File: config.mk
export PLATFORM = sky130hd
export DESIGN_NAME = scan_line_gen
export DESIGN_NICKNAME = d
export VERILOG_FILES = /design/src/rtl/scan_line_pkg.sv /design/src/rtl/start_line_reg.sv /design/src/rtl/line_counter.sv /design/src/rtl/pixel_polarity.sv /design/src/rtl/scan_line_gen.sv
export SDC_FILE = /design/constraint.sdc
export NUM_CORES = 1
export LEC_CHECK = 0
export ABC_AREA = 1
export BUFFER_PORTS_ARGS = -buffer_cell sky130_fd_sc_hd__clkbuf_2
export CORE_AREA = 2 2 54 56
export CTS_CLUSTER_SIZE = 16
export DETAILED_ROUTE_END_ITERATION = 8
export DIE_AREA = 0 0 56 58
export PLACE_DENSITY = 0.87
export SLEW_MARGIN = 10
export SYNTH_ARGS = -nofsm -noshare
export SYNTH_HDL_FRONTEND = slang
export SYNTH_HIERARCHICAL = 1
export SYNTH_SLANG_ARGS = --single-unit
export TNS_END_PERCENT = 50
File: constraint.sdc
create_clock -name clk -period 2.5 [get_ports clk]
set_clock_uncertainty 0.05 [all_clocks]
set_input_delay 0.75 -clock clk [delete_from_list [all_inputs] [get_ports clk]]
set_output_delay 0.75 -clock clk [all_outputs]
set_load 0.05 [all_outputs]
File: src/rtl/scan_line_pkg.sv
package scan_line_pkg;
    localparam int MAIN_LINES = 64;
    localparam int LINE_W     = $clog2(MAIN_LINES);
    localparam int START_W    = LINE_W + 1;

    typedef enum logic {
        SCAN = 1'b0,
        ICON = 1'b1
    } scan_state_t;
endpackage

File: src/rtl/start_line_reg.sv
module start_line_reg
    import scan_line_pkg::*;
(
    input  logic               clk,
    input  logic               rst_n,
    input  logic               wr,
    input  logic [START_W-1:0] val,
    input  logic               frame_edge,
    output logic [LINE_W-1:0]  active
);
    logic [LINE_W-1:0] pending;
    logic              in_range;

    assign in_range = (val < START_W'(MAIN_LINES));

    always_ff @(posedge clk) begin
        if (!rst_n) begin
            pending <= '0;
            active  <= '0;
        end else begin
            if (wr && in_range) begin
                pending <= val[LINE_W-1:0];
            end
            if (frame_edge) begin
                active <= pending;
            end
        end
    end

    assert_reject_high_R7: assert property (@(posedge clk) disable iff (!rst_n)
        (wr && val >= START_W'(MAIN_LINES)) |=> $stable(pending));

    assert_hold_midframe_R8: assert property (@(posedge clk) disable iff (!rst_n)
        !frame_edge |=> $stable(active));
endmodule

File: src/rtl/line_counter.sv
module line_counter
    import scan_line_pkg::*;
(
    input  logic              clk,
    input  logic              rst_n,
    input  logic              frame_edge,
    input  logic              strobe,
    output scan_state_t       state,
    output logic [LINE_W-1:0] idx
);
    scan_state_t       state_nx;
    logic [LINE_W-1:0] idx_nx;
    logic              last_main;

    assign last_main = (idx == LINE_W'(MAIN_LINES - 1));

    always_ff @(posedge clk) begin
        if (!rst_n) begin
            state <= SCAN;
            idx   <= '0;
        end else begin
            state <= state_nx;
            idx   <= idx_nx;
        end
    end

    always_comb begin
        state_nx = state;
        idx_nx   = idx;
        if (frame_edge) begin
            state_nx = SCAN;
            idx_nx   = '0;
        end else begin
            unique case (state)
                SCAN: if (strobe) begin
                    if (last_main) state_nx = ICON;
                    else           idx_nx   = idx + 1'b1;
                end
                ICON: state_nx = ICON;
                default: state_nx = SCAN;
            endcase
        end
    end

    assert_clear_on_frame_R4: assert property (@(posedge clk) disable iff (!rst_n)
        frame_edge |=> (state == SCAN && idx == '0));

    assert_step_R3: assert property (@(posedge clk) disable iff (!rst_n)
        (strobe && !frame_edge && state == SCAN && !last_main)
            |=> idx == $past(idx) + 1'b1);

    assert_saturate_R6: assert property (@(posedge clk) disable iff (!rst_n)
        (state == ICON && !frame_edge) |=> state == ICON);
endmodule

File: src/rtl/pixel_polarity.sv
module pixel_polarity #(
    parameter int PIX_W = 8
) (
    input  logic             inverse,
    input  logic [PIX_W-1:0] din,
    output logic [PIX_W-1:0] dout
);
    for (genvar b = 0; b < PIX_W; b++) begin : g_bit
        assign dout[b] = din[b] ^ inverse;
    end
endmodule

File: src/rtl/scan_line_gen.sv
module scan_line_gen
    import scan_line_pkg::*;
#(
    parameter int PIX_W = 8
) (
    input  logic               clk,
    input  logic               rst_n,
    input  logic               frame_lvl,
    input  logic               com_strobe,
    input  logic               start_wr,
    input  logic [START_W-1:0] start_val,
    input  logic               inverse_en,
    input  logic [PIX_W-1:0]   pix_in,
    output logic [LINE_W-1:0]  line_addr,
    output logic               icon_sel,
    output logic [PIX_W-1:0]   pix_out
);
    logic              frame_q;
    logic              frame_edge;
    logic [LINE_W-1:0] start_act;
    logic [LINE_W-1:0] idx;
    scan_state_t       state;

    always_ff @(posedge clk) begin
        if (!rst_n) frame_q <= 1'b0;
        else        frame_q <= frame_lvl;
    end
    assign frame_edge = rst_n && (frame_lvl != frame_q);

    start_line_reg u_start (
        .clk(clk), .rst_n(rst_n), .wr(start_wr), .val(start_val),
        .frame_edge(frame_edge), .active(start_act)
    );

    line_counter u_cnt (
        .clk(clk), .rst_n(rst_n), .frame_edge(frame_edge),
        .strobe(com_strobe), .state(state), .idx(idx)
    );

    pixel_polarity #(.PIX_W(PIX_W)) u_pol (
        .inverse(inverse_en), .din(pix_in), .dout(pix_out)
    );

    always_comb begin
        unique case (state)
            SCAN: begin
                line_addr = start_act + idx;
                icon_sel  = 1'b0;
            end
            ICON: begin
                line_addr = '0;
                icon_sel  = 1'b1;
            end
            default: begin
                line_addr = '0;
                icon_sel  = 1'b0;
            end
        endcase
    end

    assert_icon_addr_R5: assert property (@(posedge clk) disable iff (!rst_n)
        icon_sel |-> line_addr == '0);

    assert_frame_exits_icon_R6: assert property (@(posedge clk) disable iff (!rst_n)
        frame_edge |=> !icon_sel);
endmodule

==> results of run 1 <==
-- worst max-delay path: cells and delay by family, from the launching register on --
family                     cells  cell delay [ps]
buffers and inverters          1              160
and+or+nand+nor                4              330
DFF                            1              340
AOI/OAI and AO/OA              1              150
adders and majority gates      2              530
-- per-layer routing --
layer / global-route usage, % / vias to the layer above
met5: 0 / -
met2: 33.78 / 52
met4: 7.143 / 0
met3: 1.563 / 4
li1: - / 750
met1: 23.13 / 602
-- stage by stage --
| step | hold slack [ps] | utilization, % | worst slack, ps |
|---|---|---|---|
| floorplan | 405.7 | - | -36.00 |
| global placement | 417.7 | 58.32 | 113.0 |
| detailed placement | 425.3 | 58.32 | 70.62 |
| CTS | 443.8 | 62.41 | -104.7 |
| global route | 469.8 | 63.63 | -230.1 |
| finish | 442.0 | 63.63 | -90.20 |
-- placed cells by master (no fill, tap or decap), drive strengths merged --
master / Yosys / routed
a211oi: 1 / 1
a21oi: 3 / 3
a31oi: 1 / 1
buf: 2 / 8
clkbuf: 0 / 35
dfxtp: 20 / 20
fa: 1 / 1
ha: 6 / 6
inv: 43 / 43
nand2: 67 / 67
nand3: 17 / 17
nand4: 2 / 2
nor2: 49 / 49
nor3: 1 / 1
nor3b: 1 / 1
o21ai: 7 / 7
or2: 1 / 1
-- flip-flops by register name, indices dropped and copies added (netlist names) --
| signal | count |
|---|---|
| u_cnt/state | 1 |
| u_cnt/idx | 6 |
| u_start/active | 6 |
| frame_q | 1 |
| u_start/pending | 6 |
-- kinds of logic after synthesis --
kind of cell               Yosys count  share of synthesized area [%]
DFF                                 20                          30.36
adders and majority gates            7                          7.211
AOI/OAI and AO/OA                   12                          4.839
buffers and inverters               45                          13.47
and+or+nand+nor                    138                          44.12
-- area by class of cell --
type / instances / share of cell area (%)
Tap cell: 31 / 2.290
Clock buffer: 4 / 2.142
Multi-Input combinational cell: 157 / 47.27
Timing Repair Buffer: 39 / 14.55
Inverter: 43 / 9.527
Sequential cell: 20 / 24.22
-- repair_timing --
item,CTS,global route
endpoints found under the setup margin,5,5
pin swaps,1,2
gates resized for setup,19,12
-- worst max path at each step --
stage | startpoint | end | slack (ps) | cells past startpoint
after floorplan | u_cnt/idx[0]$_SDFFE_PP0P_ | line_addr[4] | -40 | 7
after global placement | u_start/active[0]$_SDFFE_PN0P_ | line_addr[4] | 110 | 8
after detailed placement | u_start/active[0]$_SDFFE_PN0P_ | line_addr[4] | 70 | 8
after CTS | u_start/active[0]$_SDFFE_PN0P_ | line_addr[4] | -100 | 8
after global routing | u_start/active[0]$_SDFFE_PN0P_ | line_addr[4] | -230 | 8
final | u_start/active[0]$_SDFFE_PN0P_ | line_addr[4] | -90 | 8
-- power groups by stage --
stage | clock network [W] | logic [W] | registers [W]
final | 0.000184 | 0.000236 | 0.000350
after global routing | 0.000206 | 0.000261 | 0.000353
after CTS | 0.000190 | 0.000228 | 0.000351
after detailed placement | 0 | 0.000213 | 0.000356
after global placement | 0 | 0.000211 | 0.000354
after floorplan | 0 | 0.000158 | 0.000352
==> impl_metrics.toml, run 1 <==
[floorplanning]
boundaryPins = 36
die_area_mm2 = 0.003248
fp.dieH_um = 58
row_count = 19
floorplan.core_area_mm2 = 0.002663
floorplan.initialDensity_pct = 49.53
die_width_um = 56

[setup_path]
worst_setup_path_type = "reg -> out"
reg2regPathDepth = 8
cp.arrival_ps = 1790
rr_endpoint = "u_cnt/idx[2]$_SDFFE_PP0P_"
worstPathMaxFanout = 2
r2r-start = "u_cnt/idx[0]$_SDFFE_PP0P_"
slowest_stage_cell_on_the_critical_path = "sky130_fd_sc_hd__dfxtp_2"
cp_cell_sequence = "ha_2 > fa_2 > nand2_1 > nand2_2 > a21oi_2 > nor2_1 > nor2_2 > buf_8"
internal_reg_to_reg_setup_slack_ps = 1050
worst_setup_path_start_kind = "register"
worstPathRequired_ps = 1700
cp_capture_type = "output port"
critical_path.max_stage_delay_ps = 340

[clock_network]
clock-sinks = 20
clock_tree_from_tritoncts = "yes"
cts-root-buf = "sky130_fd_sc_hd__clkbuf_4"
post_cts_hold_buffer_count = 0
cts-buffers-inserted = 3
clock_latency_on_the_worst_skew_pair_ps = 300
htree_num_levels = 1
largest_buffer_count_on_any_clock_path = 2
cts_setup_buffers = 0
clk_pin_slew_ps = 110

[routing]
total_wirelength_of_the_detailed_routed_design_um = 2830
wl_met1_um = 1245
number_of_drc_markers_after_the_initial_detailed_route_iteration = 61
drc = 0
detail_route.first_pass.iterations = 4
routed.top_layer = "met4"
vias = 1408
antenna_left = 0
wl_met3_um = 153
viasPerCell = 4.789
drt-wirelength-per-cell_um = 9.626
wl_met2_um = 1399

[global_routing]
global_route_wire_length_before_repair_um = 4940
antenna_violations_before_repair = 0
first_global_vias = 1194
grt_usage_pct = 18.66
grt_remaining_overflow = 0
grt_max_degree = 16

[power_and_ir_drop]
power_switching_share_pct = 34.38
comb_power_share_pct = 30.6
power_density_mw_per_mm2 = 454.2
p_clk_share_pct = 23.9
total_leakage_power_nw = 0.9400
internal_power_w = 0.0005050
net-switching-power_w = 0.0002645
design_power_total_w = 0.0007695
power.ir.vdd_worst_mv = 0.3353
seqPwrFrac_pct = 45.5

[synthesis]
yosys_warnings = 6
ys_types = 21
postSynth.topFlopCell = "sky130_fd_sc_hd__dfxtp_1"
synth.cells.most_frequent = "sky130_fd_sc_hd__nand2_1 (63), sky130_fd_sc_hd__nor2_1 (45), sky130_fd_sc_hd__inv_1 (38), sky130_fd_sc_hd__dfxtp_1 (20), sky130_fd_sc_hd__nand3_1 (17)"
synth-edff-count = 0
post-synth-top-area-cell = "sky130_fd_sc_hd__dfxtp_1"
synth_area_per_cell_um2 = 5.940
post-synth-top-count-cell = "sky130_fd_sc_hd__nand2_1"
sequential_area_share_after_synthesis_pct = 30.36
synth.cell_area_mm2 = 0.001319
postSynth.asyncResetShare_pct = 0
synth_top_area_share_pct = 30.36
yosys_register_bits = 20
synthesized_nets = 250
synth.area.top_cells = "sky130_fd_sc_hd__dfxtp_1 (30%), sky130_fd_sc_hd__nand2_1 (18%), sky130_fd_sc_hd__nor2_1 (13%)"
postSynthCellCount = 222

[outcome]
violations = "setup timing"
status = "finished with violations"

[place]
buffer_ports.inserted = 35
place.gp.congestion = 0.8965
dpl.hpwl_um = 2102
numPlacedInstances = 290
placed_cell_area_mm2 = 0.001553

[worst_hold_path]
timing.hold.worst_path_depth = 2
holdCritStartpoint = "u_start/pending[1]$_SDFFE_PN0P_"
hold_crit_class = "reg -> reg"
hold_path_end = "u_start/pending[1]$_SDFFE_PN0P_"

[cells_and_area]
area_of_all_placed_cells_without_fillers_mm2 = 0.001694
post_layout_nonfiller_instances = 294
finish.net_count = 292
drive_gt1_share_pct = 28.52
filler_cell_count = 242
register_area_um2 = 410.4
antenna_cells = 0
multi_input_comb_area_um2 = 800.8
areaGrowthSynthToFinish_pct = 28.46

[sta]
timing.final.crit_period_ps = 2590
slew_viol_final = 0
min_period_over_period_pct = 103.6
finalSetupViolCount = 1
worstMarginPinSlew_ps = 401.4
fin_tns_setup_ps = -90.20
rsz0062_at_grt = "yes"
timing.final.hold_violations = 0
fmaxAchievable_ghz = 0.3861
slew_headroom_pct = 73.14
setup_ws_ps = -90.20

[flow_run]
drv_cap = 0
Note: power is estimated with default switching activity, not from simulation.
==> run 2: changes to the inputs <==
Settings changed: SETUP_SLACK_MARGIN set to 0.02.
==> impl_metrics.toml, run 2 (synthesized netlist as in run 1, its figures left out) <==
[outcome]
status = "finished with violations"
violations = "setup timing"

[sta]
timing.final.crit_period_ps = 2586
setup_ws_ps = -86.09
min_period_over_period_pct = 103.4
finalSetupViolCount = 1
timing.final.hold_violations = 0
hold_slack_ps = 440.9
rsz0062_at_grt = "yes"
slew_viol_final = 0
slew_headroom_pct = 73.71
worstMarginPinSlew_ps = 392.8
fmaxAchievable_ghz = 0.3867
fin_tns_setup_ps = -86.09

[routing]
detail_route.first_pass.iterations = 5
number_of_drc_markers_after_the_initial_detailed_route_iteration = 82
total_wirelength_of_the_detailed_routed_design_um = 2831
drc = 0
vias = 1386
antenna_left = 0
drt-wirelength-per-cell_um = 9.597
viasPerCell = 4.698

[floorplanning]
row_count = 19
floorplan.core_area_mm2 = 0.002663
boundaryPins = 36
floorplan.initialDensity_pct = 49.53
die_area_mm2 = 0.003248
fp.dieH_um = 58
die_width_um = 56

[worst_hold_path]
hold_crit_class = "reg -> reg"
holdCritStartpoint = "u_start/pending[1]$_SDFFE_PN0P_"

[clock_network]
cts-root-buf = "sky130_fd_sc_hd__clkbuf_4"
clock_latency_on_the_worst_skew_pair_ps = 290
htree_num_levels = 1
cts-buffers-inserted = 3
clk_pin_slew_ps = 110
clock_tree_from_tritoncts = "yes"
largest_buffer_count_on_any_clock_path = 2
clock-sinks = 20

[place]
placement.setup.worst_slack_ps = 70.62
buffer_ports.inserted = 35
dpl.hpwl_um = 2102
place.gp.congestion = 0.8965

[power_and_ir_drop]
total_leakage_power_nw = 0.9484
design_power_total_w = 0.0007709
power.ir.vdd_worst_mv = 0.3320
power_density_mw_per_mm2 = 446.5

[flow_run]
drv_cap = 0

[cells_and_area]
top_regs = "u_cnt/idx: 6 flops, u_start/active: 6 flops, u_start/pending: 6 flops"
layout.cells.most_common_list = "sky130_fd_sc_hd__nand2_1 (59), sky130_fd_sc_hd__nor2_1 (42), sky130_fd_sc_hd__inv_1 (38), sky130_fd_sc_hd__clkbuf_2 (30), sky130_fd_sc_hd__nand3_1 (17)"
antenna_cells = 0
drive_gt1_share_pct = 31.44
finish.net_count = 293
areaGrowthSynthToFinish_pct = 30.93
final_common_cell = "sky130_fd_sc_hd__nand2_1"

[global_routing]
grt_usage_pct = 19.09
first_global_vias = 1202
antenna_violations_before_repair = 0
grt_max_degree = 16
grt_remaining_overflow = 0
global_route_wire_length_before_repair_um = 5030

[setup_path]
cp.arrival_ps = 1790
r2r-start = "u_cnt/idx[0]$_SDFFE_PP0P_"
worstSetupStartpoint = "u_start/active[0]$_SDFFE_PN0P_"
worst_setup_path_start_kind = "register"
worst_setup_path_type = "reg -> out"
worstPathMaxFanout = 2
worstPathRequired_ps = 1700
cp_capture_type = "output port"
-- run 2: final cells by class --
class	instances	area, um2
clock buffer	4	36.28
fill	235	935.9
inverter	43	161.4
multi-input combinational	157	817.0
sequential	20	415.4
tap	31	38.79
timing repair buffer	40	257.7
-- run 2: where the power goes --
| group | leakage (nW) | switching (W) | internal, W | total (W) |
|---|---|---|---|---|
| Sequential | 0.168 | 0.0000149 | 0.000335 | 0.000350 |
| Combinational | 0.759 | 0.000157 | 0.0000825 | 0.000239 |
| Clock | 0.0210 | 0.0000934 | 0.0000887 | 0.000182 |
| Total | 0.948 | 0.000265 | 0.000506 | 0.000771 |
-- run 2: repair_timing --
action	CTS	global route
pin swaps	1	2
hold buffers	0	0
setup endpoints to repair	5	5
resized for setup	23	16
setup buffers	0	1
-- run 2: critical path, cell delays in order, from the launching register on --
cell	delay, ps
sky130_fd_sc_hd__dfxtp_2	340
sky130_fd_sc_hd__ha_2	180
sky130_fd_sc_hd__fa_2	340
sky130_fd_sc_hd__nand2_1	90
sky130_fd_sc_hd__nand2_2	60
sky130_fd_sc_hd__a21oi_2	150
sky130_fd_sc_hd__nor2_1	60
sky130_fd_sc_hd__nor2_2	120
sky130_fd_sc_hd__buf_8	160
-- run 2: through the flow --
step	std cells	utilization [%]	instance area [um2]
global route	295	64.85	1727
detailed placement	290	58.32	1553
CTS	294	63.35	1687
global placement	290	58.32	1553
floorplan	222	-	1325
finish	295	64.85	1727
-- run 2: worst paths after layout --
path / end / slack, ps / cells past startpoint
setup reg to reg: u_cnt/idx[2]$_SDFFE_PP0P_ / 1050 / 8
setup / recovery: line_addr[4] / -90 / 8
hold reg to reg: u_start/pending[1]$_SDFFE_PN0P_ / 440 / 2
hold / removal: u_start/pending[1]$_SDFFE_PN0P_ / 440 / 2
-- run 2: per-layer routing --
metal	global-route usage [%]	part of all wire, %	vias up
li1	-	-	752
met4	8.844	1.8	0
met5	0	0	-
met1	23.55	45	577
met3	2.232	6.4	4
met2	33.45	47	53
==> run 3: changes to the inputs <==
Settings changed: SETUP_SLACK_MARGIN 0.02 to 0.4.
==> impl_metrics.toml, run 3 (synthesized netlist as in run 1, its figures left out) <==
[outcome]
status = "finished with violations"
violations = "setup timing"

[cells_and_area]
filler_cell_count = 182
areaGrowthSynthToFinish_pct = 50.57
post_layout_nonfiller_instances = 301
layout.cells.most_common_list = "sky130_fd_sc_hd__nand2_1 (52), sky130_fd_sc_hd__nor2_1 (39), sky130_fd_sc_hd__inv_1 (36), sky130_fd_sc_hd__clkbuf_2 (20), sky130_fd_sc_hd__nand3_1 (16)"
antenna_cells = 0
final_common_cell = "sky130_fd_sc_hd__nand2_1"
finish.net_count = 299
drive_gt1_share_pct = 38.89
top_regs = "u_cnt/idx: 6 flops, u_start/active: 6 flops, u_start/pending: 6 flops"

[routing]
detail_route.first_pass.iterations = 4
number_of_drc_markers_after_the_initial_detailed_route_iteration = 76
antenna_left = 0
total_wirelength_of_the_detailed_routed_design_um = 3957
viasPerCell = 5.236
drc = 0
drt-wirelength-per-cell_um = 13.15
vias = 1576

[floorplanning]
fp.dieH_um = 58
floorplan.initialDensity_pct = 49.53
die_width_um = 56
boundaryPins = 36
row_count = 19
floorplan.core_area_mm2 = 0.002663
die_area_mm2 = 0.003248

[global_routing]
grt_max_degree = 15
grt_remaining_overflow = 0
first_global_vias = 1398
antenna_violations_before_repair = 0
global_route_wire_length_before_repair_um = 5554
grt_usage_pct = 21.34

[power_and_ir_drop]
power.ir.vdd_worst_mv = 0.4662
p_clk_share_pct = 29.1
power_density_mw_per_mm2 = 460.4
internal_power_w = 0.0006150
power_switching_share_pct = 32.72
net-switching-power_w = 0.0002992
total_leakage_power_nw = 1.047
seqPwrFrac_pct = 38.4
comb_power_share_pct = 32.6

[setup_path]
worstPathMaxFanout = 2
cp_capture_type = "output port"
worst_setup_path_start_kind = "register"
path_common_cell = "sky130_fd_sc_hd__nand2_2"
cp.arrival_ps = 1840
r2r-start = "u_cnt/idx[0]$_SDFFE_PP0P_"
reg2regPathDepth = 8
worstPathRequired_ps = 1700
internal_reg_to_reg_setup_slack_ps = 840
cp_cell_sequence = "ha_4 > fa_2 > nand2_2 > nand2_2 > a21oi_2 > nand2_1 > nand2_2 > nor2_4 > buf_8"
cp_num_buf_inv = 1
critical_path.max_stage_delay_ps = 380
slowest_stage_cell_on_the_critical_path = "sky130_fd_sc_hd__dfxtp_4"
worst_setup_path_type = "reg -> out"
rr_endpoint = "u_cnt/idx[3]$_SDFFE_PP0P_"
worst_path_dominant_cell_family = "adder cells"

[place]
dpl.hpwl_um = 2180
numPlacedInstances = 288
buffer_ports.inserted = 35
place.gp.congestion = 0.8741
placement.setup.worst_slack_ps = 114.8

[clock_network]
cts-root-buf = "sky130_fd_sc_hd__clkbuf_4"
cts-buffers-inserted = 3
clock_tree_from_tritoncts = "yes"
clk_pin_slew_ps = 120
clock_latency_on_the_worst_skew_pair_ps = 300
largest_buffer_count_on_any_clock_path = 2
clock-sinks = 20
htree_num_levels = 1

[flow_run]
drv_cap = 0

[sta]
min_period_over_period_pct = 105.8
rsz0062_at_grt = "yes"
slew_headroom_pct = 74.53
fmaxAchievable_ghz = 0.3781
worstMarginPinSlew_ps = 380.6
finalSetupViolCount = 3
slew_viol_final = 0
timing.final.crit_period_ps = 2645
timing.final.hold_violations = 0
setup_ws_ps = -144.8

[worst_hold_path]
holdCritStartpoint = "u_start/pending[1]$_SDFFE_PN0P_"
hold_crit_class = "reg -> reg"
hold_path_end = "u_start/active[1]$_SDFFE_PN0P_"
timing.hold.worst_path_depth = 2
run 3: cell count changes in the layout (fill, tap and decap cells not counted), moves of 2 or more:
cell	before	now
sky130_fd_sc_hd__buf_4	5	12
sky130_fd_sc_hd__buf_6	1	6
sky130_fd_sc_hd__buf_8	3	6
sky130_fd_sc_hd__clkbuf_2	30	20
sky130_fd_sc_hd__dfxtp_4	2	4
sky130_fd_sc_hd__ha_4	3	5
sky130_fd_sc_hd__inv_1	38	36
sky130_fd_sc_hd__nand2_1	59	52
sky130_fd_sc_hd__nand2_2	8	13
sky130_fd_sc_hd__nand2_4	0	2
sky130_fd_sc_hd__nor2_1	42	39
sky130_fd_sc_hd__nor2_4	1	5
run 3: final cells by class:
type | instances | area [um2] | area share (%)
multi-input combinational | 157 | 930.9 | 46.88
sequential | 20 | 421.7 | 21.24
timing repair buffer | 46 | 375.4 | 18.90
inverter | 43 | 166.4 | 8.381
tap | 31 | 38.79 | 1.953
clock inverter | 1 | 30.03 | 1.512
clock buffer | 3 | 22.52 | 1.134
run 3: worst max path at each step:
stage	startpoint	to	slack, ps	depth (start not counted)
2_1_floorplan	u_cnt/idx[0]$_SDFFE_PP0P_	line_addr[4]	270	7
3_3_place_gp	u_cnt/idx[0]$_SDFFE_PP0P_	line_addr[4]	160	9
3_5_place_dp	u_cnt/idx[0]$_SDFFE_PP0P_	line_addr[4]	110	9
4_1_cts	u_cnt/idx[0]$_SDFFE_PP0P_	line_addr[4]	-100	9
5_1_grt	u_cnt/idx[0]$_SDFFE_PP0P_	line_addr[4]	-200	9
6_report	u_cnt/idx[0]$_SDFFE_PP0P_	line_addr[4]	-140	9
run 3: metrics by stage:
step                      hold WS (ps)  setup TNS [ps]  total power, W  cell area, um2  util [%]
final                            439.3          -223.8       0.0009142            1986     74.58
after global placement           417.3               0       0.0005771            1613     60.57
after detailed placement         423.4               0       0.0005824            1613     60.57
after CTS                        441.2          -155.0       0.0008802            1857     69.74
after floorplan                  405.7               0       0.0005252            1400         -
after global routing             468.2          -455.5       0.0009548            1986     74.58
run 3: repair_timing:
action                                  4_1_cts  5_1_grt
endpoints found under the setup margin       14       14
pin swaps                                     4       18
resized for setup                            38       52
hold buffers                                  0        0
setup buffers                                 7        2
run 3: power groups by stage:
stage,clock (W),sequential [W],combinational [W]
2_1_floorplan,0,0.000355,0.000170
3_3_place_gp,0,0.000358,0.000220
3_5_place_dp,0,0.000358,0.000224
4_1_cts,0.000269,0.000350,0.000261
5_1_grt,0.000282,0.000353,0.000320
6_report,0.000266,0.000351,0.000298
run 3: worst min-delay path: cells and delay by family (launching register included):
family           cells  cell delay [ps]
DFF                  1              330
and+or+nand+nor      2              140
run 3: per-layer routing:
| layer | share of wire (%) | global-route usage, % |
|---|---|---|
| met1 | 38 | 22.82 |
| met2 | 51 | 37.98 |
| met3 | 6.2 | 3.795 |
| met4 | 5.5 | 15.31 |
| met5 | 0 | 0 |
